===== config.mk =====
export PLATFORM = sky130hd
export DESIGN_NAME = rf_burst_seq
export DESIGN_NICKNAME = d
export VERILOG_FILES = /design/src/rtl/rfseq_pkg.sv /design/src/rtl/rfseq_spi_master.sv /design/src/rtl/rfseq_payload_buf.sv /design/src/rtl/rfseq_ctrl.sv /design/src/rtl/rf_burst_seq.sv
export SDC_FILE = /design/constraint.sdc
export NUM_CORES = 1
export LEC_CHECK = 0
export BUFFER_PORTS_ARGS = -buffer_cell sky130_fd_sc_hd__buf_2
export CAP_MARGIN = 20
export CELL_PAD_IN_SITES_DETAIL_PLACEMENT = 0
export CELL_PAD_IN_SITES_GLOBAL_PLACEMENT = 1
export CORE_MARGIN = 1
export CORE_UTILIZATION = 23
export CTS_CLUSTER_SIZE = 8
export DETAILED_ROUTE_END_ITERATION = 6
export GPL_TIMING_DRIVEN = 0
export PLACE_DENSITY_LB_ADDON = 0.3
export SYNTH_ARGS = -nofsm -noshare
export SYNTH_HDL_FRONTEND = slang
export SYNTH_SLANG_ARGS = --single-unit

===== constraint.sdc =====
create_clock -name clk -period 4.1 [get_ports clk]
set_input_delay 0.615 -clock clk [delete_from_list [all_inputs] [get_ports clk]]
set_output_delay 0.615 -clock clk [all_outputs]
set_load 0.005 [all_outputs]

===== src/rtl/rfseq_pkg.sv =====
package rfseq_pkg;

  localparam int CFG_N = 27;

  typedef struct packed {
    logic [7:0]  addr;
    logic [15:0] val;
  } reg_wr_t;

  typedef enum logic [3:0] {
    ST_CFG, ST_IDLE, ST_LOAD, ST_SYNC0, ST_SYNC3,
    ST_STOP, ST_CLR, ST_FIFO, ST_TX, ST_AIR
  } seq_state_t;

  // Power-up register table, ascending address order.
  function automatic reg_wr_t cfg_entry(input logic [4:0] idx);
    case (idx)
      5'd0:  return '{8'h00, 16'h6FE0};
      5'd1:  return '{8'h01, 16'h5681};
      5'd2:  return '{8'h02, 16'h6617};
      5'd3:  return '{8'h04, 16'h9CC9};
      5'd4:  return '{8'h05, 16'h6637};
      5'd5:  return '{8'h07, 16'h004C};
      5'd6:  return '{8'h08, 16'h6C90};
      5'd7:  return '{8'h09, 16'h4800};
      5'd8:  return '{8'h0A, 16'h7FFD};
      5'd9:  return '{8'h0B, 16'h0008};
      5'd10: return '{8'h0C, 16'h0000};
      5'd11: return '{8'h0D, 16'h48BD};
      5'd12: return '{8'h16, 16'h00FF};
      5'd13: return '{8'h17, 16'h8005};
      5'd14: return '{8'h18, 16'h0067};
      5'd15: return '{8'h19, 16'h1659};
      5'd16: return '{8'h1A, 16'h19E0};
      5'd17: return '{8'h1B, 16'h1300};
      5'd18: return '{8'h1C, 16'h1800};
      5'd19: return '{8'h20, 16'h4800};
      5'd20: return '{8'h21, 16'h3FC7};
      5'd21: return '{8'h22, 16'h2000};
      5'd22: return '{8'h23, 16'h0300};
      5'd23: return '{8'h28, 16'h4402};
      5'd24: return '{8'h29, 16'hB000};
      5'd25: return '{8'h2A, 16'hFDB0};
      5'd26: return '{8'h2B, 16'h000F};
      default: return '0;
    endcase
  endfunction

endpackage


===== src/rtl/rfseq_spi_master.sv =====
module rfseq_spi_master #(
  parameter int HALF  = 2,
  parameter int GAP   = 2,
  parameter int LEN_W = 4
) (
  input  logic             clk,
  input  logic             rst_n,
  input  logic             start,
  input  logic [LEN_W-1:0] len,
  input  logic [7:0]       byte_in,
  output logic [LEN_W-1:0] byte_idx,
  output logic             busy,
  output logic             done,
  output logic             sck,
  output logic             mosi,
  output logic             cs_n
);

  localparam int MAXC = (HALF > GAP) ? HALF : GAP;
  localparam int CW   = $clog2(MAXC + 1);

  typedef enum logic [2:0] {SP_IDLE, SP_SETUP, SP_HI, SP_LO, SP_GAP} sp_t;

  sp_t              st;
  logic [CW-1:0]    cnt;
  logic [2:0]       bitc;
  logic [LEN_W-1:0] bytec;
  logic [LEN_W-1:0] len_q;

  assign busy     = (st != SP_IDLE);
  assign byte_idx = bytec;

  always_ff @(posedge clk or negedge rst_n) begin
    if (!rst_n) begin
      st    <= SP_IDLE;
      cnt   <= '0;
      bitc  <= '0;
      bytec <= '0;
      len_q <= '0;
      sck   <= 1'b0;
      mosi  <= 1'b0;
      cs_n  <= 1'b1;
      done  <= 1'b0;
    end else begin
      done <= 1'b0;
      case (st)
        SP_IDLE: if (start) begin
          cs_n  <= 1'b0;
          len_q <= len;
          bytec <= '0;
          bitc  <= '0;
          cnt   <= '0;
          st    <= SP_SETUP;
        end
        SP_SETUP: begin
          if (cnt == CW'(HALF - 1)) begin
            cnt  <= '0;
            sck  <= 1'b1;
            mosi <= byte_in[3'd7 - bitc];
            st   <= SP_HI;
          end else cnt <= cnt + 1'b1;
        end
        SP_HI: begin
          if (cnt == CW'(HALF - 1)) begin
            cnt <= '0;
            sck <= 1'b0;
            st  <= SP_LO;
          end else cnt <= cnt + 1'b1;
        end
        SP_LO: begin
          if (cnt == CW'(HALF - 1)) begin
            cnt <= '0;
            if (bitc == 3'd7) begin
              bitc <= '0;
              if (bytec == len_q - 1'b1) begin
                cs_n <= 1'b1;
                st   <= SP_GAP;
              end else begin
                bytec <= bytec + 1'b1;
                st    <= SP_SETUP;
              end
            end else begin
              bitc <= bitc + 1'b1;
              sck  <= 1'b1;
              mosi <= byte_in[3'd6 - bitc];
              st   <= SP_HI;
            end
          end else cnt <= cnt + 1'b1;
        end
        SP_GAP: begin
          if (cnt == CW'(GAP - 1)) begin
            cnt  <= '0;
            st   <= SP_IDLE;
            done <= 1'b1;
          end else cnt <= cnt + 1'b1;
        end
        default: st <= SP_IDLE;
      endcase
    end
  end

  AST_SCK_IDLE_LOW: assert property (@(posedge clk) disable iff (!rst_n)
    cs_n |-> !sck);
  AST_MOSI_ON_RISE: assert property (@(posedge clk) disable iff (!rst_n)
    !$rose(sck) |-> $stable(mosi));
  AST_CS_GAP: assert property (@(posedge clk) disable iff (!rst_n)
    $rose(cs_n) |=> cs_n);
  AST_CS_IN_FRAME: assert property (@(posedge clk) disable iff (!rst_n)
    (st == SP_HI || st == SP_LO) |-> !cs_n);

endmodule


===== src/rtl/rfseq_payload_buf.sv =====
module rfseq_payload_buf #(
  parameter int MAX_LEN = 8,
  parameter int PW      = 4
) (
  input  logic          clk,
  input  logic          rst_n,
  input  logic          arm,
  input  logic          in_valid,
  input  logic [7:0]    in_data,
  output logic          in_ready,
  output logic          full,
  output logic [PW-1:0] len,
  input  logic [PW-1:0] rd_idx,
  output logic [7:0]    rd_data
);

  localparam int IW = (MAX_LEN > 1) ? $clog2(MAX_LEN) : 1;

  typedef enum logic [1:0] {PB_OFF, PB_LEN, PB_DATA} pb_t;

  pb_t           phase;
  logic [PW-1:0] cnt;
  logic [PW-1:0] len_q;
  logic [PW-1:0] len_clamped;
  logic [7:0]    mem [MAX_LEN];

  assign in_ready    = (phase != PB_OFF);
  assign len         = len_q;
  assign len_clamped = (in_data > 8'(MAX_LEN)) ? PW'(MAX_LEN) : PW'(in_data);
  assign rd_data     = (rd_idx < PW'(MAX_LEN)) ? mem[IW'(rd_idx)] : 8'h00;

  always_ff @(posedge clk or negedge rst_n) begin
    if (!rst_n) begin
      phase <= PB_OFF;
      cnt   <= '0;
      len_q <= '0;
      full  <= 1'b0;
    end else if (arm) begin
      phase <= PB_LEN;
      cnt   <= '0;
      full  <= 1'b0;
    end else begin
      case (phase)
        PB_LEN: if (in_valid) begin
          len_q <= len_clamped;
          cnt   <= '0;
          if (len_clamped == '0) begin
            phase <= PB_OFF;
            full  <= 1'b1;
          end else phase <= PB_DATA;
        end
        PB_DATA: if (in_valid) begin
          cnt <= cnt + 1'b1;
          if (cnt == len_q - 1'b1) begin
            phase <= PB_OFF;
            full  <= 1'b1;
          end
        end
        default: ;
      endcase
    end
  end

  always_ff @(posedge clk) begin
    if (phase == PB_DATA && in_valid && !arm) mem[IW'(cnt)] <= in_data;
  end

  AST_NO_OVERFLOW: assert property (@(posedge clk) disable iff (!rst_n)
    (phase == PB_DATA) |-> (cnt < len_q));
  AST_LEN_BOUND: assert property (@(posedge clk) disable iff (!rst_n)
    len_q <= PW'(MAX_LEN));
  AST_READY_AFTER_FILL: assert property (@(posedge clk) disable iff (!rst_n)
    full |-> !in_ready);

endmodule


===== src/rtl/rfseq_ctrl.sv =====
module rfseq_ctrl
  import rfseq_pkg::*;
#(
  parameter int          BURSTS    = 40,
  parameter int          AIR_CYC   = 200,
  parameter logic [7:0]  FIFO_ADDR = 8'h32,
  parameter logic [15:0] SYNC_A    = 16'h147A,
  parameter logic [15:0] SYNC_B    = 16'h258B,
  parameter logic [6:0]  CH0       = 7'd9,
  parameter logic [6:0]  CH1       = 7'd40,
  parameter logic [6:0]  CH2       = 7'd71,
  parameter int          PW        = 4,
  parameter int          LEN_W     = 4
) (
  input  logic             clk,
  input  logic             rst_n,
  input  logic             start,
  output logic             busy,
  output logic             done,
  output logic             buf_arm,
  input  logic             buf_full,
  input  logic [PW-1:0]    buf_len,
  output logic [PW-1:0]    buf_idx,
  input  logic [7:0]       buf_data,
  output logic             spi_start,
  output logic [LEN_W-1:0] spi_len,
  input  logic [LEN_W-1:0] spi_idx,
  output logic [7:0]       spi_byte,
  input  logic             spi_busy,
  input  logic             spi_done
);

  localparam int BW = (BURSTS > 1) ? $clog2(BURSTS) : 1;
  localparam int AW = $clog2(AIR_CYC + 2);

  seq_state_t    state, next_wr;
  logic [4:0]    cfg_idx;
  logic          inflight;
  logic [BW-1:0] burst;
  logic [1:0]    ch_sel;
  logic [AW-1:0] air_cnt;
  logic [6:0]    ch;
  reg_wr_t       wr;

  assign busy = (state != ST_IDLE);

  always_comb begin
    case (ch_sel)
      2'd0:    ch = CH0;
      2'd1:    ch = CH1;
      default: ch = CH2;
    endcase
  end

  always_comb begin
    case (state)
      ST_CFG:   wr = cfg_entry(cfg_idx);
      ST_SYNC0: wr = '{8'h24, SYNC_A};
      ST_SYNC3: wr = '{8'h27, SYNC_B};
      ST_STOP:  wr = '{8'h07, 16'h0000};
      ST_CLR:   wr = '{8'h34, 16'h8080};
      ST_TX:    wr = '{8'h07, {8'h01, 1'b0, ch}};
      default:  wr = '0;
    endcase
  end

  always_comb begin
    buf_idx = PW'(spi_idx - LEN_W'(2));
    if (state == ST_FIFO) begin
      spi_len = LEN_W'(buf_len) + LEN_W'(2);
      if (spi_idx == LEN_W'(0))      spi_byte = FIFO_ADDR;
      else if (spi_idx == LEN_W'(1)) spi_byte = 8'(buf_len);
      else                           spi_byte = buf_data;
    end else begin
      spi_len = LEN_W'(3);
      if (spi_idx == LEN_W'(0))      spi_byte = wr.addr;
      else if (spi_idx == LEN_W'(1)) spi_byte = wr.val[15:8];
      else                           spi_byte = wr.val[7:0];
    end
  end

  always_comb begin
    case (state)
      ST_CFG:   next_wr = (cfg_idx == 5'(CFG_N - 1)) ? ST_IDLE : ST_CFG;
      ST_SYNC0: next_wr = ST_SYNC3;
      ST_SYNC3: next_wr = ST_STOP;
      ST_STOP:  next_wr = ST_CLR;
      ST_CLR:   next_wr = ST_FIFO;
      ST_FIFO:  next_wr = ST_TX;
      ST_TX:    next_wr = ST_AIR;
      default:  next_wr = ST_IDLE;
    endcase
  end

  always_ff @(posedge clk or negedge rst_n) begin
    if (!rst_n) begin
      state     <= ST_CFG;
      cfg_idx   <= '0;
      inflight  <= 1'b0;
      burst     <= '0;
      ch_sel    <= '0;
      air_cnt   <= '0;
      spi_start <= 1'b0;
      done      <= 1'b0;
      buf_arm   <= 1'b0;
    end else begin
      spi_start <= 1'b0;
      done      <= 1'b0;
      buf_arm   <= 1'b0;
      case (state)
        ST_IDLE: if (start) begin
          state   <= ST_LOAD;
          buf_arm <= 1'b1;
        end
        ST_LOAD: if (buf_full && !buf_arm) begin
          state  <= ST_SYNC0;
          burst  <= '0;
          ch_sel <= '0;
        end
        ST_AIR: begin
          if (air_cnt >= AW'(AIR_CYC)) begin
            if (burst == BW'(BURSTS - 1)) begin
              state <= ST_IDLE;
              done  <= 1'b1;
            end else begin
              burst  <= burst + 1'b1;
              ch_sel <= (ch_sel == 2'd2) ? 2'd0 : ch_sel + 2'd1;
              state  <= ST_STOP;
            end
          end else air_cnt <= air_cnt + 1'b1;
        end
        default: begin
          if (!inflight) begin
            if (!spi_busy) begin
              spi_start <= 1'b1;
              inflight  <= 1'b1;
            end
          end else if (spi_done) begin
            inflight <= 1'b0;
            state    <= next_wr;
            if (state == ST_CFG) cfg_idx <= cfg_idx + 1'b1;
            if (state == ST_TX)  air_cnt <= '0;
          end
        end
      endcase
    end
  end

  AST_DONE_PULSE: assert property (@(posedge clk) disable iff (!rst_n)
    done |=> !done);
  AST_DONE_IDLE: assert property (@(posedge clk) disable iff (!rst_n)
    done |-> !busy);
  AST_LAUNCH_IDLE: assert property (@(posedge clk) disable iff (!rst_n)
    spi_start |-> !spi_busy);
  AST_CFG_ORDER: assert property (@(posedge clk) disable iff (!rst_n)
    (cfg_idx != $past(cfg_idx)) |-> (cfg_idx == 5'($past(cfg_idx) + 5'd1)));

endmodule


===== src/rtl/rf_burst_seq.sv =====
module rf_burst_seq #(
  parameter int          SCK_HALF  = 2,
  parameter int          CS_GAP    = 2,
  parameter int          MAX_LEN   = 8,
  parameter int          BURSTS    = 40,
  parameter int          AIR_CYC   = 200,
  parameter logic [7:0]  FIFO_ADDR = 8'h32,
  parameter logic [15:0] SYNC_A    = 16'h147A,
  parameter logic [15:0] SYNC_B    = 16'h258B,
  parameter logic [6:0]  CH0       = 7'd9,
  parameter logic [6:0]  CH1       = 7'd40,
  parameter logic [6:0]  CH2       = 7'd71
) (
  input  logic       clk,
  input  logic       rst_n,
  input  logic       start,
  input  logic       pl_valid,
  input  logic [7:0] pl_data,
  output logic       pl_ready,
  output logic       busy,
  output logic       done,
  output logic       spi_sck,
  output logic       spi_mosi,
  output logic       spi_cs_n
);

  localparam int PW    = $clog2(MAX_LEN + 1);
  localparam int LEN_W = $clog2(MAX_LEN + 3);

  logic             buf_arm, buf_full;
  logic [PW-1:0]    buf_len, buf_idx;
  logic [7:0]       buf_data;
  logic             spi_start, spi_busy, spi_done;
  logic [LEN_W-1:0] spi_len, spi_idx;
  logic [7:0]       spi_byte;

  rfseq_payload_buf #(.MAX_LEN(MAX_LEN), .PW(PW)) u_buf (
    .clk(clk), .rst_n(rst_n), .arm(buf_arm),
    .in_valid(pl_valid), .in_data(pl_data), .in_ready(pl_ready),
    .full(buf_full), .len(buf_len), .rd_idx(buf_idx), .rd_data(buf_data)
  );

  rfseq_ctrl #(
    .BURSTS(BURSTS), .AIR_CYC(AIR_CYC), .FIFO_ADDR(FIFO_ADDR),
    .SYNC_A(SYNC_A), .SYNC_B(SYNC_B), .CH0(CH0), .CH1(CH1), .CH2(CH2),
    .PW(PW), .LEN_W(LEN_W)
  ) u_ctrl (
    .clk(clk), .rst_n(rst_n), .start(start), .busy(busy), .done(done),
    .buf_arm(buf_arm), .buf_full(buf_full), .buf_len(buf_len),
    .buf_idx(buf_idx), .buf_data(buf_data),
    .spi_start(spi_start), .spi_len(spi_len), .spi_idx(spi_idx),
    .spi_byte(spi_byte), .spi_busy(spi_busy), .spi_done(spi_done)
  );

  rfseq_spi_master #(.HALF(SCK_HALF), .GAP(CS_GAP), .LEN_W(LEN_W)) u_spi (
    .clk(clk), .rst_n(rst_n), .start(spi_start), .len(spi_len),
    .byte_in(spi_byte), .byte_idx(spi_idx), .busy(spi_busy),
    .done(spi_done), .sck(spi_sck), .mosi(spi_mosi), .cs_n(spi_cs_n)
  );

endmodule


==> results_tabular.tex <==
\begin{tabular}{lr}
\hline
Metric & Value \\
\hline
\multicolumn{2}{l}{\textbf{Drt}} \\
Number of design rule violations left after detail routing & 0 \\
Number of DRC violations after detailed-routing iteration 0 & 443 \\
Via count normalized by instance count & 4.76 \\
Vias post-DR & 5904 \\
Final ANT Viol Nets & 0 \\
WL/cell & 17.9 um \\
Total wire length after detailed routing & 22200 um \\
Detailed-routing iteration count for the pre-antenna-repair pass & 5 \\
\multicolumn{2}{l}{\textbf{Layout}} \\
Final design area excluding fillers & 0.00886 mm\^{}2 \\
Antenna diode count & 0 \\
Share of post-route cells with drive strength above 1 & 15.4\% \\
Relative area change from synthesis to final layout & 17.0\% \\
Post-layout utilization of the core & 27.3\% \\
Layout net count & 832 \\
Highest-count cells in the layout ignoring fill and taps & 70 x nor2\_1, 64 x edfxtp\_1, 62 x nand2\_1 \\
Commonest non-fill, non-tap cell in the layout & nor2\_1 \\
\multicolumn{2}{l}{\textbf{Floorplanning}} \\
Count of pins on the block boundary & 18 \\
Vertical extent of the die & 183 um \\
Effective utilization at floorplan & 23.3\% \\
Die area & 0.0336 mm\^{}2 \\
Width of the die & 183 um \\
Number of cell rows & 66 \\
Placeable core region & 0.0325 mm\^{}2 \\
\multicolumn{2}{l}{\textbf{Global route}} \\
Pin count of the biggest net entering global routing & 61 \\
Overall track demand over capacity in global routing & 13.7\% \\
Via count of the first global-routing pass & 5962 \\
Global route overflow & 0 \\
First-pass GRT wire length & 35400 um \\
Antenna violations before repair & 0 \\
\multicolumn{2}{l}{\textbf{Yosys}} \\
Biggest area consumer among synthesized cells & edfxtp\_1 \\
Synthesized instance count & 746 \\
Top area cells in the synthesized netlist & edfxtp\_1 25\%, dfrtp\_1 20\%, ha\_1 5.6\%, mux4\_2 5.1\%, nor2\_1 3.5\% \\
Post-synth net total & 792 \\
Synthesized area per cell & 10.1 um\^{}2 \\
Seq/Total Area, Yosys & 45.2\% \\
Yosys warns & 0 \\
Number of synthesized register bits & 124 \\
Unique cell type count in the Yosys netlist & 76 \\
Post-synth top area share & 25.4\% \\
Top FF cell, synth & edfxtp\_1 \\
Share of async-settable or async-resettable flops after synthesis & 48.4\% \\
Post-Syn Area & 0.00757 mm\^{}2 \\
Count of flip-flops with a built-in enable after synthesis & 64 \\
\multicolumn{2}{l}{\textbf{STA}} \\
Final number of hold-violating endpoints & 0 \\
Sum Neg Setup Slack & 0 ns \\
Unrepaired setup endpoints after global routing & no \\
Worst slew margin relative to its limit & 27.1\% \\
Skew final & 0.0244 ns \\
Final setup vio count & 0 \\
Minimum setup slack in the final design & 0.300 ns \\
Achievable frequency & 0.263 GHz \\
Final critical path time including I/O delays and setup & 3.80 ns \\
Pin slew with the least headroom to its limit & 1.09 ns \\
Fraction of the cycle the final worst path needs & 92.7\% \\
Slew Viols, Final & 0 \\
\multicolumn{2}{l}{\textbf{Clock network}} \\
H-Tree Depth & 4 \\
Clock-pin slew reported for the worst setup and hold paths after clock tree synthesis & 0.06 ns \\
TritonCTS clock tree & built \\
TritonCTS sink count & 124 \\
Skew-Pair Late Insertion Delay & 0.43 ns \\
Setup bufs post-CTS & 0 \\
Buffer cell driving the clock tree root & clkbuf\_16 \\
Clock buffers created by TritonCTS & 17 \\
Worst-case clock buffer depth & 2 \\
\multicolumn{2}{l}{\textbf{Run status}} \\
Run status & completed \\
\multicolumn{2}{l}{\textbf{Pwr}} \\
Static power due to leakage & 3.29 nW \\
Total power & 0.00486 W \\
Largest voltage drop on the vdd net & 0.283 mV \\
Ratio of total power to cell area & 549 mW/mm\^{}2 \\
\multicolumn{2}{l}{\textbf{Run}} \\
Number of violations of the max-capacitance limit & 0 \\
\multicolumn{2}{l}{\textbf{Critical path}} \\
Reg-to-Reg Start & u\_spi.byte\_idx[1] \\
Length in cells of the worst reg-to-reg path & 12 \\
R2R Path End & u\_spi.mosi \\
Worst-path maximum fanout & 10 \\
Kind of capture point of the worst setup path & flip-flop \\
Slack of the worst reg-to-reg path & 0.30 ns \\
Required time of the critical path & 4.40 ns \\
Arrival @ worst endpoint & 4.10 ns \\
Worst setup path class & flip-flop to flip-flop \\
Launching element type of the critical path & flip-flop \\
\multicolumn{2}{l}{\textbf{Placed design}} \\
Weighted congestion reported at the end of routability-driven placement & 0.865 \\
Sum of net half-perimeters after detailed placement & 16000 um \\
Area after DPL & 0.00825 mm\^{}2 \\
Setup slack after placement & 0.0926 ns \\
Total of buffers placed on input and output ports & 17 \\
\multicolumn{2}{l}{\textbf{Hold path}} \\
Kind of path behind the tightest hold check & input port to async pin \\
\hline
\end{tabular}
[registers in the layout, indices dropped and copies added (netlist names), 3 cells and up]
| signal | flops |
|---|---|
| u_buf.cnt | 4 |
| u_buf.len | 4 |
| u_buf.mem | 64 |
| u_ctrl.air_cnt | 8 |
| u_ctrl.burst | 6 |
| u_ctrl.cfg_idx | 5 |
| u_ctrl.state | 4 |
| u_spi.bitc | 3 |
| u_spi.byte_idx | 4 |
| u_spi.len_q | 4 |
| u_spi.st | 3 |
[cell usage after synthesis (5+ instances only)]
| cell type | count |
|---|---|
| and2_1 | 7 |
| o31ai_1 | 11 |
| mux2i_1 | 5 |
| a211oi_1 | 14 |
| clkbuf_1 | 23 |
| nor2_1 | 70 |
| o21ai_0 | 42 |
| mux2_2 | 9 |
| nand4_1 | 7 |
| inv_1 | 27 |
| and3_1 | 11 |
| nand3b_1 | 6 |
| mux4_2 | 17 |
| o211ai_1 | 10 |
| or2_2 | 6 |
| ha_1 | 34 |
| nand2_1 | 62 |
| edfxtp_1 | 64 |
| dfrtp_1 | 59 |
| nor4_1 | 10 |
| or3_1 | 5 |
| nand2b_1 | 21 |
| a22oi_1 | 6 |
| buf_2 | 18 |
| xnor2_1 | 14 |
| nor3_1 | 20 |
| nand3_1 | 15 |
| nor2b_1 | 15 |
| a21oi_1 | 35 |
| xor2_1 | 12 |
| a22o_1 | 5 |
| a31oi_1 | 6 |
| a21o_1 | 6 |
[power by group]
group | leakage, nW | internal [W] | switching (W)
Clock | 0.288 | 0.000868 | 0.000651
Combinational | 1.64 | 0.000654 | 0.00107
Sequential | 1.36 | 0.00148 | 0.000137
[worst max path at each step]
stage	from	cells after the start	to	slack, ns
after global routing	u_spi.byte_idx[1]	13	u_spi.mosi	0.008
after floorplan	u_spi.byte_idx[1]	13	u_spi.mosi	1.11
after global placement	u_spi.byte_idx[1]	13	u_spi.mosi	0.13
final	u_spi.byte_idx[1]	12	u_spi.mosi	0.30
after CTS	u_spi.byte_idx[1]	13	u_spi.mosi	0.06
after detailed placement	u_spi.byte_idx[1]	13	u_spi.mosi	0.09
[cell type report]
class,instances,area [um^2]
Clock inverter,15,175
Buffer,47,206
Timing Repair Buffer,21,115
Inverter,27,101
Clock buffer,17,425
Fill cell,3441,23600
Multi-Input combinational cell,548,3860
Tap cell,442,553
Sequential cell,124,3420
[stage by stage]
step	cells	hold slack (ns)
CTS	1241	0.341
global route	1241	0.377
detailed placement	1209	0.467
finish	1241	0.300
floorplan	746	0.319
global placement	1205	0.467
[routing by layer]
metal | vias up | global-route usage [%] | routed length (um)
met1 | 2932 | 18.9 | 10800
met2 | 93 | 22.4 | 10600
li1 | 2865 | - | -
met5 | - | 0 | 0
met3 | 14 | 2.03 | 542
met4 | 0 | 3.53 | 200
[logic make-up after synthesis]
family	after synthesis	share of synthesized area, %
flip-flops	124	45.2
AND/OR/NAND/NOR	273	18.3
XOR/XNOR	26	3.01
multiplexers	31	7.06
buffers and inverters	74	4.03
AO/OA/AOI/OAI	184	16.7
adder cells (fa/ha/maj)	34	5.62
[critical path, stage by stage, from the launching register on]
cell,delay (ns)
dfrtp_1,0.41
buf_2,0.21
buf_2,0.24
inv_1,0.24
ha_1,0.41
or3b_2,0.47
clkbuf_1,0.25
nand4_1,0.19
a21boi_0,0.11
o41ai_1,0.61
a21oi_1,0.15
o2111ai_1,0.26
a31oi_1,0.12
[what timing repair did]
item | CTS | global route
gates resized for setup | 0 | 5
setup endpoints to repair | 0 | 1
hold buffers | 0 | 0
Note: power is estimated with default switching activity, not from simulation.
